## src/rtl/cfg_stage_pkg.sv

```systemverilog
package cfg_stage_pkg;

  // Register index layout: this order is decoded by software.
  localparam int IRQ_FLAG_IDX = 0;
  localparam int IRQ_EN_IDX   = 1;
  localparam int STAGE_FIRST  = 2;
  localparam int STAGE_LAST   = 13;
  localparam int COMMIT_IDX   = 14;
  localparam int EXT_IDX      = 15;
  localparam int STAGE_N      = STAGE_LAST - STAGE_FIRST + 1;

  // Reset pattern of the staged bits, bit k holds index k+2.
  localparam logic [STAGE_N-1:0] STAGE_RESET = 12'h2FB;

  typedef struct packed {
    logic       spare;
    logic       flash_wr;
    logic       exp_win;
    logic       exp_hi;
    logic       exp_lo;
    logic       rom_hi;
    logic       rom_lo;
    logic [1:0] psram_win;
    logic       psram_hi;
    logic       psram_lo;
    logic       map_a15;
  } cfg_t;

  // Staged vector bit k belongs to register index k+2; the struct is laid out to match.
  function automatic cfg_t cfg_from_vec(input logic [STAGE_N-1:0] v);
    cfg_t c;
    c = cfg_t'(v);
    return c;
  endfunction

  function automatic logic idx_is_staged(input logic [3:0] idx);
    return (int'(idx) >= STAGE_FIRST) && (int'(idx) <= STAGE_LAST);
  endfunction

endpackage

```

## src/rtl/cfg_win_decode.sv

```systemverilog
module cfg_win_decode #(
  parameter int                ADDR_W    = 24,
  parameter int                IDX_W     = 4,
  parameter int                IDX_LSB   = 16,
  parameter logic [ADDR_W-1:0] WIN_MASK  = 24'hF0F000,
  parameter logic [ADDR_W-1:0] WIN_MATCH = 24'h005000
) (
  input  logic [ADDR_W-1:0] addr,
  output logic              hit,
  output logic [IDX_W-1:0]  idx
);
  assign hit = (addr & WIN_MASK) == WIN_MATCH;
  assign idx = addr[IDX_LSB +: IDX_W];
endmodule

```

## src/rtl/cfg_stage_bank.sv

```systemverilog
module cfg_stage_bank #(
  parameter int               N     = 12,
  parameter logic [N-1:0]     RESET = '0,
  localparam int              SEL_W = $clog2(N)
) (
  input  logic             clk,
  input  logic             rst,
  input  logic             wr_en,
  input  logic [SEL_W-1:0] wr_sel,
  input  logic             wr_bit,
  input  logic             commit,
  output logic [N-1:0]     pend,
  output logic [N-1:0]     act
);
  for (genvar i = 0; i < N; i++) begin : g_bit
    always_ff @(posedge clk) begin
      if (rst) begin
        pend[i] <= RESET[i];
        act[i]  <= RESET[i];
      end else begin
        if (wr_en && (wr_sel == SEL_W'(i))) pend[i] <= wr_bit;
        if (commit) act[i] <= pend[i];
      end
    end
  end
endmodule

```

## src/rtl/cfg_ext_reg.sv

```systemverilog
module cfg_ext_reg #(
  parameter int           W     = 8,
  parameter logic [W-1:0] RESET = 8'h3F,
  localparam int          SEL_W = $clog2(W)
) (
  input  logic             clk,
  input  logic             rst,
  input  logic             enter,
  input  logic             wr_en,
  input  logic [SEL_W-1:0] wr_sel,
  input  logic             wr_bit,
  output logic             mode,
  output logic [W-1:0]     value
);
  always_ff @(posedge clk) begin
    if (rst) begin
      mode  <= 1'b0;
      value <= RESET;
    end else begin
      if (enter) mode <= 1'b1;
      if (wr_en) value[wr_sel] <= wr_bit;
    end
  end
endmodule

```

## src/rtl/cfg_stage_regs.sv

```systemverilog
module cfg_stage_regs
  import cfg_stage_pkg::*;
#(
  parameter int                ADDR_W    = 24,
  parameter int                DATA_W    = 8,
  parameter int                IDX_LSB   = 16,
  parameter logic [ADDR_W-1:0] WIN_MASK  = 24'hF0F000,
  parameter logic [ADDR_W-1:0] WIN_MATCH = 24'h005000,
  parameter int                EXT_W     = 8,
  parameter logic [EXT_W-1:0]  EXT_RESET = 8'h3F
) (
  input  logic              clk,
  input  logic              rst,
  input  logic [ADDR_W-1:0] bus_addr,
  input  logic [DATA_W-1:0] bus_wdata,
  input  logic              bus_rd,
  input  logic              bus_wr,
  input  logic [DATA_W-1:0] bus_rdata_in,
  output logic [DATA_W-1:0] bus_rdata,
  input  logic              irq_set,
  output logic              irq_flag,
  output logic              irq_enable,
  output logic              cfg_map_a15,
  output logic              cfg_psram_lo_en,
  output logic              cfg_psram_hi_en,
  output logic [1:0]        cfg_psram_win,
  output logic              cfg_rom_lo_en,
  output logic              cfg_rom_hi_en,
  output logic              cfg_exp_lo_en,
  output logic              cfg_exp_hi_en,
  output logic              cfg_exp_win,
  output logic              cfg_flash_wr_en,
  output logic              cfg_spare
);
  localparam int IDX_W       = 4;
  localparam int STAGE_SEL_W = $clog2(STAGE_N);
  localparam int EXT_SEL_W   = $clog2(EXT_W);

  // Named internal events, observed by the bound checker.
  logic              win_hit;
  logic [IDX_W-1:0]  win_idx;
  logic              wr_hit, rd_hit, norm_wr, ext_wr;
  logic              stage_wr, commit_evt, ext_enter, irq_en_wr;
  logic              wr_bit;
  logic [DATA_W-2:0] unused_wdata;
  logic [IDX_W-1:0]  stage_off;
  logic [STAGE_N-1:0] pend_vec, act_vec;
  logic              ext_mode;
  logic [EXT_W-1:0]  ext_value;
  logic              rd_bit;
  cfg_t              cfg;

  cfg_win_decode #(
    .ADDR_W(ADDR_W), .IDX_W(IDX_W), .IDX_LSB(IDX_LSB),
    .WIN_MASK(WIN_MASK), .WIN_MATCH(WIN_MATCH)
  ) u_dec (
    .addr(bus_addr), .hit(win_hit), .idx(win_idx)
  );

  assign wr_bit       = bus_wdata[DATA_W-1];
  assign unused_wdata = bus_wdata[DATA_W-2:0];
  assign wr_hit       = bus_wr && win_hit;
  assign rd_hit       = bus_rd && win_hit;
  assign norm_wr      = wr_hit && !ext_mode;
  assign ext_wr       = wr_hit && ext_mode;
  assign stage_off    = win_idx - IDX_W'(STAGE_FIRST);
  assign stage_wr     = norm_wr && idx_is_staged(win_idx);
  assign commit_evt   = norm_wr && (win_idx == IDX_W'(COMMIT_IDX)) && wr_bit;
  assign ext_enter    = norm_wr && (win_idx == IDX_W'(EXT_IDX)) && wr_bit;
  assign irq_en_wr    = norm_wr && (win_idx == IDX_W'(IRQ_EN_IDX));

  cfg_stage_bank #(.N(STAGE_N), .RESET(STAGE_RESET)) u_bank (
    .clk(clk), .rst(rst), .wr_en(stage_wr),
    .wr_sel(stage_off[STAGE_SEL_W-1:0]), .wr_bit(wr_bit),
    .commit(commit_evt), .pend(pend_vec), .act(act_vec)
  );

  cfg_ext_reg #(.W(EXT_W), .RESET(EXT_RESET)) u_ext (
    .clk(clk), .rst(rst), .enter(ext_enter), .wr_en(ext_wr),
    .wr_sel(win_idx[EXT_SEL_W-1:0]), .wr_bit(wr_bit),
    .mode(ext_mode), .value(ext_value)
  );

  always_ff @(posedge clk) begin
    if (rst) begin
      irq_flag   <= 1'b0;
      irq_enable <= 1'b0;
    end else begin
      if (irq_set)   irq_flag   <= 1'b1;
      if (irq_en_wr) irq_enable <= wr_bit;
    end
  end

  always_comb begin
    rd_bit = 1'b0;
    if (ext_mode)                                 rd_bit = ext_value[win_idx[EXT_SEL_W-1:0]];
    else if (win_idx == IDX_W'(IRQ_FLAG_IDX))     rd_bit = irq_flag;
    else if (win_idx == IDX_W'(IRQ_EN_IDX))       rd_bit = irq_enable;
    else if (idx_is_staged(win_idx))              rd_bit = act_vec[stage_off[STAGE_SEL_W-1:0]];
  end

  assign bus_rdata = rd_hit ? {rd_bit, {(DATA_W-1){1'b0}}} : bus_rdata_in;

  assign cfg             = cfg_from_vec(act_vec);
  assign cfg_map_a15     = cfg.map_a15;
  assign cfg_psram_lo_en = cfg.psram_lo;
  assign cfg_psram_hi_en = cfg.psram_hi;
  assign cfg_psram_win   = cfg.psram_win;
  assign cfg_rom_lo_en   = cfg.rom_lo;
  assign cfg_rom_hi_en   = cfg.rom_hi;
  assign cfg_exp_lo_en   = cfg.exp_lo;
  assign cfg_exp_hi_en   = cfg.exp_hi;
  assign cfg_exp_win     = cfg.exp_win;
  assign cfg_flash_wr_en = cfg.flash_wr;
  assign cfg_spare       = cfg.spare;
endmodule

```

## config.mk

```make
export PLATFORM = sky130hd
export DESIGN_NAME = cfg_stage_regs
export DESIGN_NICKNAME = d
export VERILOG_FILES = /design/src/rtl/cfg_stage_pkg.sv /design/src/rtl/cfg_win_decode.sv /design/src/rtl/cfg_stage_bank.sv /design/src/rtl/cfg_ext_reg.sv /design/src/rtl/cfg_stage_regs.sv
export SDC_FILE = /design/constraint.sdc
export NUM_CORES = 1
export LEC_CHECK = 0
export BUFFER_PORTS_ARGS = -buffer_cell sky130_fd_sc_hd__buf_2
export CORE_ASPECT_RATIO = 0.8
export CORE_MARGIN = 5
export CORE_UTILIZATION = 34
export CTS_CLUSTER_SIZE = 10
export DETAILED_ROUTE_END_ITERATION = 6
export PLACE_DENSITY = 0.65
export SYNTH_ARGS = -nofsm -noshare
export SYNTH_HDL_FRONTEND = slang
export SYNTH_SLANG_ARGS = --single-unit
export TNS_END_PERCENT = 20
```

## constraint.sdc

```tcl
create_clock -name clk -period 5.9 [get_ports clk]
set_input_delay 0.59 -clock clk [delete_from_list [all_inputs] [get_ports clk]]
set_output_delay 0.59 -clock clk [all_outputs]
set_load 0.01 [all_outputs]
```

# Word-level counts from Yosys, hierarchy flattened
# Cells that the tools add are included.
[word_totals]
ff_bits = 35
inputBits = 45
wordCells = 88
[classes]
addsub = 1
n_lt_le_gt_ge = 5
n_eq_ne = 15
n_mux = 12
reduce_logical = 27
[ops]
columns = ["cell", "count"]
rows = [
  ["$eq 4x4->1 const B", 6],
  ["$logic_and 1x1->1", 24],
  ["$eq 4x3->1 const B", 4],
  ["$bwmux 8", 1],
  ["$eq 4x1->1 const B", 2],
  ["$eq 4x2->1 const B", 2],
  ["$eq 8x3->1 const B", 1],
  ["$logic_not 4->1", 2],
  ["$mux 8", 1],
  ["$mux 1", 7],
  ["$lt 4x5->1 const B", 1],
  ["$bmux 1 s4", 1],
  ["$ge 4x2->1 const B", 1],
  ["$le 4x4->1 const B", 1],
  ["$lt 3x4->1 const B", 1],
  ["$sub 4x2->4 const B", 1],
  ["$bmux 1 s3", 1],
  ["$demux 1 s3", 1],
  ["$ge 3x1->1 const B", 1],
  ["$logic_not 1->1", 1],
]

# Logic depth before layout (Yosys ltp)
[logic_depth]
word_depth = 8
ltp_mapped = 7
depth_no_buf = 6

# Modules after synthesis
# From an unflattened synthesis, not the netlist that was laid out.
[unflattened]
cells_unflattened = 201
hier_area_um2 = 1925.6
[by_module_without_submodules]
columns = ["module", "instances", "cells_per_inst", "area_each_um2"]
rows = [
  ["cfg_stage_bank", 1, 97, 1004.7],
  ["cfg_stage_regs", 1, 59, 456.7],
  ["cfg_ext_reg", 1, 38, 405.4],
  ["cfg_win_decode", 1, 7, 58.8],
]

# Worst setup path before layout
# Ideal clock, no wire load.
[synth_path]
kind = "input-to-output"
startpoint = "input bus_addr[17]"
endpoint = "output bus_rdata[7]"
arrival_ns = 2.101
path_slack_ns = 3.209
path_stages = 7
n_path_buf = 1
cell_sequence = "buf_2 -> inv_1 -> ha_1 -> xnor2_1 -> mux2_2 -> a211oi_1 -> o31ai_1"
[synth_via]
elab_chain_len = 8
[synth_lines]
columns = ["element", "line_no", "rtl"]
rows = [
  ["start: declaration", "cfg_stage_regs.sv:14", "input logic [ADDR_W-1:0] bus_addr,"],
  ["$sub 4x2->4", "cfg_stage_regs.sv:66", "assign stage_off = win_idx - IDX_W'(STAGE_FIRST);"],
  ["$bmux 1 s4", "cfg_stage_regs.sv:99", "else if (idx_is_staged(win_idx)) rd_bit = act_vec[stage_off[STAGE_SEL_W-1:0]];"],
  ["$mux 1 (implied by the code)", "cfg_stage_regs.sv:99", ""],
  ["$mux 1", "cfg_stage_regs.sv:99", ""],
  ["$mux 1", "cfg_stage_regs.sv:98", "else if (win_idx == IDX_W'(IRQ_EN_IDX)) rd_bit = irq_enable;"],
  ["$mux 1", "cfg_stage_regs.sv:97", "else if (win_idx == IDX_W'(IRQ_FLAG_IDX)) rd_bit = irq_flag;"],
  ["$mux 1 (*)", "cfg_stage_regs.sv:96", "if (ext_mode) rd_bit = ext_value[win_idx[EXT_SEL_W-1:0]];"],
  ["$mux 8 (*)", "cfg_stage_regs.sv:102", "assign bus_rdata = rd_hit ? {rd_bit, {(DATA_W-1){1'b0}}} : bus_rdata_in;"],
  ["end: declaration", "cfg_stage_regs.sv:19", "output logic [DATA_W-1:0] bus_rdata,"],
]
# Every way passes the cells marked *; elsewhere a longest branch is shown, timed or not. The select of a mux whose other input is x is not followed.

# Worst setup path after layout
# Same ends and word-level chain as after synthesis.

==> out/metrics.csv <==
stage,metric,value,unit
layout,post-layout utilization of the core,42.7,%
layout,number of inserted diodes,0,
placed_design,global placement routability congestion,0.856,
floorplanning,initial standard-cell utilization of the core,35.7,%
layout,Layout area overhead,19.7,%
layout,"most common cell after layout, fill and taps aside",sky130_fd_sc_hd__buf_2,
floorplanning,num ports,67,
clock_tree,maximum number of buffers from clock root to sink,2,
layout,"leading cell types in the layout, fill and taps excluded","sky130_fd_sc_hd__buf_2 (47), sky130_fd_sc_hd__dfxtp_1 (35), sky130_fd_sc_hd__mux2i_1 (14), sky130_fd_sc_hd__nand2_1 (13), sky130_fd_sc_hd__nor2_1 (12)",
floorplanning,overall die width,95.1,um
floorplanning,floorplan die height,78.1,um
worst_setup_path,endpoint required time on the critical path,5310,ps
synth,register bit count reported by yosys,35,
timing,number of max-slew violations in the final report,0,
clock_tree,number of levels the H-tree was split into,2,
timing,Setup TNS,0,ps
global_routing,first-pass GRT wire length,8.30,mm
timing,worst slew margin relative to its limit,32.6,%
worst_setup_path,type of element launching the critical path,input pin,
placed_design,input/output buffers,47,
route,Pre-antenna DRT Iters,4,
worst_setup_path,WS Path Type,input pin to primary output,
status,result of the run,"complete, no violations",
power_and_ir_drop,overall power after layout,0.517,mW
global_routing,global-route usage over all layers,14.4,%
timing,post-route fraction of the period consumed by the critical path,56.7,%
power_and_ir_drop,Leak Pwr,0.868,nW
timing,setup repair after global routing missed its margin,false,
route,routed via count divided by cell count,5.48,
synth,unique cell type count in the Yosys netlist,47,
worst_setup_path,cell type with the highest occurrence count on the critical path,sky130_fd_sc_hd__buf_2,
clock_tree,TritonCTS clock tree,done,
clock_tree,Post-CTS Hold Fix Bufs,0,
worst_setup_path,library cell contributing the largest single delay on the critical path,sky130_fd_sc_hd__mux2_2,
clock_tree,cell at the root of the clock tree,sky130_fd_sc_hd__clkbuf_8,
clock_tree,Clock Latency Late Sink,300,ps
clock_tree,Clock Sinks,35,
synth,count of synthesis-stage warnings from yosys,0,
timing,count of endpoints failing setup in the final report,0,
route,Post-DRT Antenna Nets,0,
route,vias after detailed routing,1777,
synth,dominant synthesized flop cell,sky130_fd_sc_hd__dfxtp_1,
route,Detailed Route WL,5.16,mm
layout,fraction of final layout cells sized beyond drive strength 1,28.5,%
global_routing,vias in the first global route,1630,
clock_tree,post-CTS setup repair buffer count,0,
placed_design,pre-CTS setup slack,2550,ps
synth,portion of the post-synthesis area used by sequential elements,35.6,%
floorplanning,floorplan die area,7430,um^2
clock_tree,number of buffers created by CTS,5,
global_routing,initial antenna violation count,0,
worst_hold_path,kind of path behind the tightest hold check,register to register,
clock_tree,post-CTS clock slew at the launch and capture registers of the worst setup and hold paths,70,ps
global_routing,aggregate global routing overflow,0,
timing,hold violation count in the final report,0,
timing,pin slew with the least headroom to its limit,1010,ps
run,number of max-cap violations,0,
floorplanning,core region area,5530,um^2
global_routing,largest net degree at the start of global routing,25,
synth,asr flop ratio synth,0,%
power_and_ir_drop,Peak supply drop,0.0843,mV
layout,Fillers,558,
worst_setup_path,delay of the slowest critical-path stage,380,ps
synth,post-synth design cell area,1970,um^2
synth,gate count of the mapped netlist,202,
timing,worst hold-check slack,462,ps
layout,number of nets at the end of the flow,295,
route,remaining routing DRC violations,0,
power_and_ir_drop,Power Density,219,nW/um^2
timing,PnR worst setup slack,2550,ps
worst_setup_path,sort of element at the end of the critical path,primary output,
synth,Mapped Nets,252,
placed_design,post-detailed-placement half-perimeter wirelength,3.81,mm
worst_setup_path,largest fanout on the critical path,17,
timing,final worst clock skew,7.39,ps
worst_setup_path,cell chain of the critical path,buf_2 -> inv_1 -> ha_1 -> xnor2_1 -> mux2_2 -> a211oi_1 -> o31ai_1 -> buf_2,
timing,highest attainable clock frequency,299,MHz
clock_tree,post-cts gate resize count,0,
synth,per-instance average area after synthesis,9.76,um^2
route,wire length per cell after detailed routing,15.9,um
timing,clock period minus worst slack,3350,ps
route,First DRT Iteration DRCs,227,
synth,number of flops mapped to enable cells by yosys,0,
floorplanning,number of rows created at floorplan,24,
worst_setup_path,critical path arrival,2760,ps
cells by family after synthesis:
family,share of synthesized area [%]
adder cells (fa/ha/maj),3.17
XOR/XNOR,0.889
buffers and inverters,4.25
multiplexers,13.4
flip-flops,35.6
AND/OR/NAND/NOR,24.5
AO/OA/AOI/OAI,18.2
synthesized netlist by cell type (2+ instances only):
| library cell | count | area share [%] |
|---|---|---|
| sky130_fd_sc_hd__nor4bb_1 | 2 | 1.0 |
| sky130_fd_sc_hd__nor4_1 | 2 | 0.63 |
| sky130_fd_sc_hd__nor2_1 | 12 | 2.3 |
| sky130_fd_sc_hd__a31oi_1 | 2 | 0.63 |
| sky130_fd_sc_hd__a211o_1 | 3 | 1.3 |
| sky130_fd_sc_hd__ha_1 | 5 | 3.2 |
| sky130_fd_sc_hd__mux2i_1 | 14 | 7.1 |
| sky130_fd_sc_hd__nor4_4 | 2 | 2.2 |
| sky130_fd_sc_hd__inv_1 | 5 | 0.95 |
| sky130_fd_sc_hd__o31ai_1 | 6 | 2.3 |
| sky130_fd_sc_hd__mux4_2 | 5 | 5.7 |
| sky130_fd_sc_hd__dfxtp_1 | 35 | 36 |
| sky130_fd_sc_hd__a21boi_1 | 2 | 0.76 |
| sky130_fd_sc_hd__or3_1 | 2 | 0.63 |
| sky130_fd_sc_hd__a311o_1 | 8 | 4.1 |
| sky130_fd_sc_hd__o41a_1 | 5 | 2.9 |
| sky130_fd_sc_hd__o21ai_0 | 5 | 1.3 |
| sky130_fd_sc_hd__nand2_1 | 13 | 2.5 |
| sky130_fd_sc_hd__clkbuf_1 | 5 | 0.95 |
| sky130_fd_sc_hd__o21a_1 | 3 | 1.1 |
| sky130_fd_sc_hd__a21oi_1 | 7 | 1.8 |
| sky130_fd_sc_hd__and2_1 | 10 | 3.2 |
| sky130_fd_sc_hd__buf_6 | 2 | 1.1 |
| sky130_fd_sc_hd__nor3_1 | 5 | 1.3 |
| sky130_fd_sc_hd__nand4_1 | 9 | 2.9 |
| sky130_fd_sc_hd__nand3_1 | 7 | 1.8 |
| sky130_fd_sc_hd__nor2b_1 | 3 | 0.95 |
| sky130_fd_sc_hd__buf_2 | 4 | 1.0 |
metrics by stage:
step	area, um^2	std cells
5_1_grt	2360	324
3_3_place_gp	2250	316
4_1_cts	2360	324
3_5_place_dp	2250	316
2_1_floorplan	1970	202
6_report	2360	324
sequential cells by signal (all words and copies together), names as in the netlist:
signal	cells
u_bank.act	12
u_ext.mode	1
u_ext.value	8
u_bank.pend	12
irq_flag	1
irq_enable	1
routing by layer:
metal  global-route usage [%]  vias up  part of all wire (%)
met5                        0        -                     0
met4                     5.19        0                   1.2
met3                     5.07        7                   9.4
met2                     20.5       76                    44
met1                     20.0      830                    46
li1                         -      864                     -
layout make-up:
type / instances / area, um^2 / share of cell area, %
Tap cell: 78 / 97.6 / 4.14
Multi-Input combinational cell: 150 / 1190 / 50.3
Clock buffer: 5 / 68.8 / 2.92
Sequential cell: 35 / 701 / 29.7
Inverter: 5 / 18.8 / 0.796
Timing Repair Buffer: 48 / 243 / 10.3
Clock inverter: 3 / 43.8 / 1.86
worst max-delay path: cells and delay by family:
family / cells / cell delay, ps
xor gates and xnor gates: 1 / 280
buffers and inverters: 3 / 720
AOI/OAI and AO/OA: 2 / 490
adders and majority gates: 1 / 290
muxes: 1 / 380
path summary, 6_finish.rpt:
check	startpoint	slack, ps	end	cells past startpoint
worst max-delay path	bus_addr[17]	2550	bus_rdata[7]	8
worst min-delay path	u_ext.value[2]$_SDFFE_PP1P_	460	u_ext.value[2]$_SDFFE_PP1P_	1
worst max register to register	u_ext.mode$_SDFFE_PP0P_	3630	u_bank.act[5]$_SDFFE_PP1P_	4
worst min register to register	u_ext.value[2]$_SDFFE_PP1P_	460	u_ext.value[2]$_SDFFE_PP1P_	1
report_power, final:
group	switching (mW)	internal [mW]	leakage, nW
registers	0.000367	0.237	0.283
clock network	0.0927	0.126	0.0581
logic	0.0395	0.0220	0.526
Note: power is estimated with default switching activity, not from simulation.
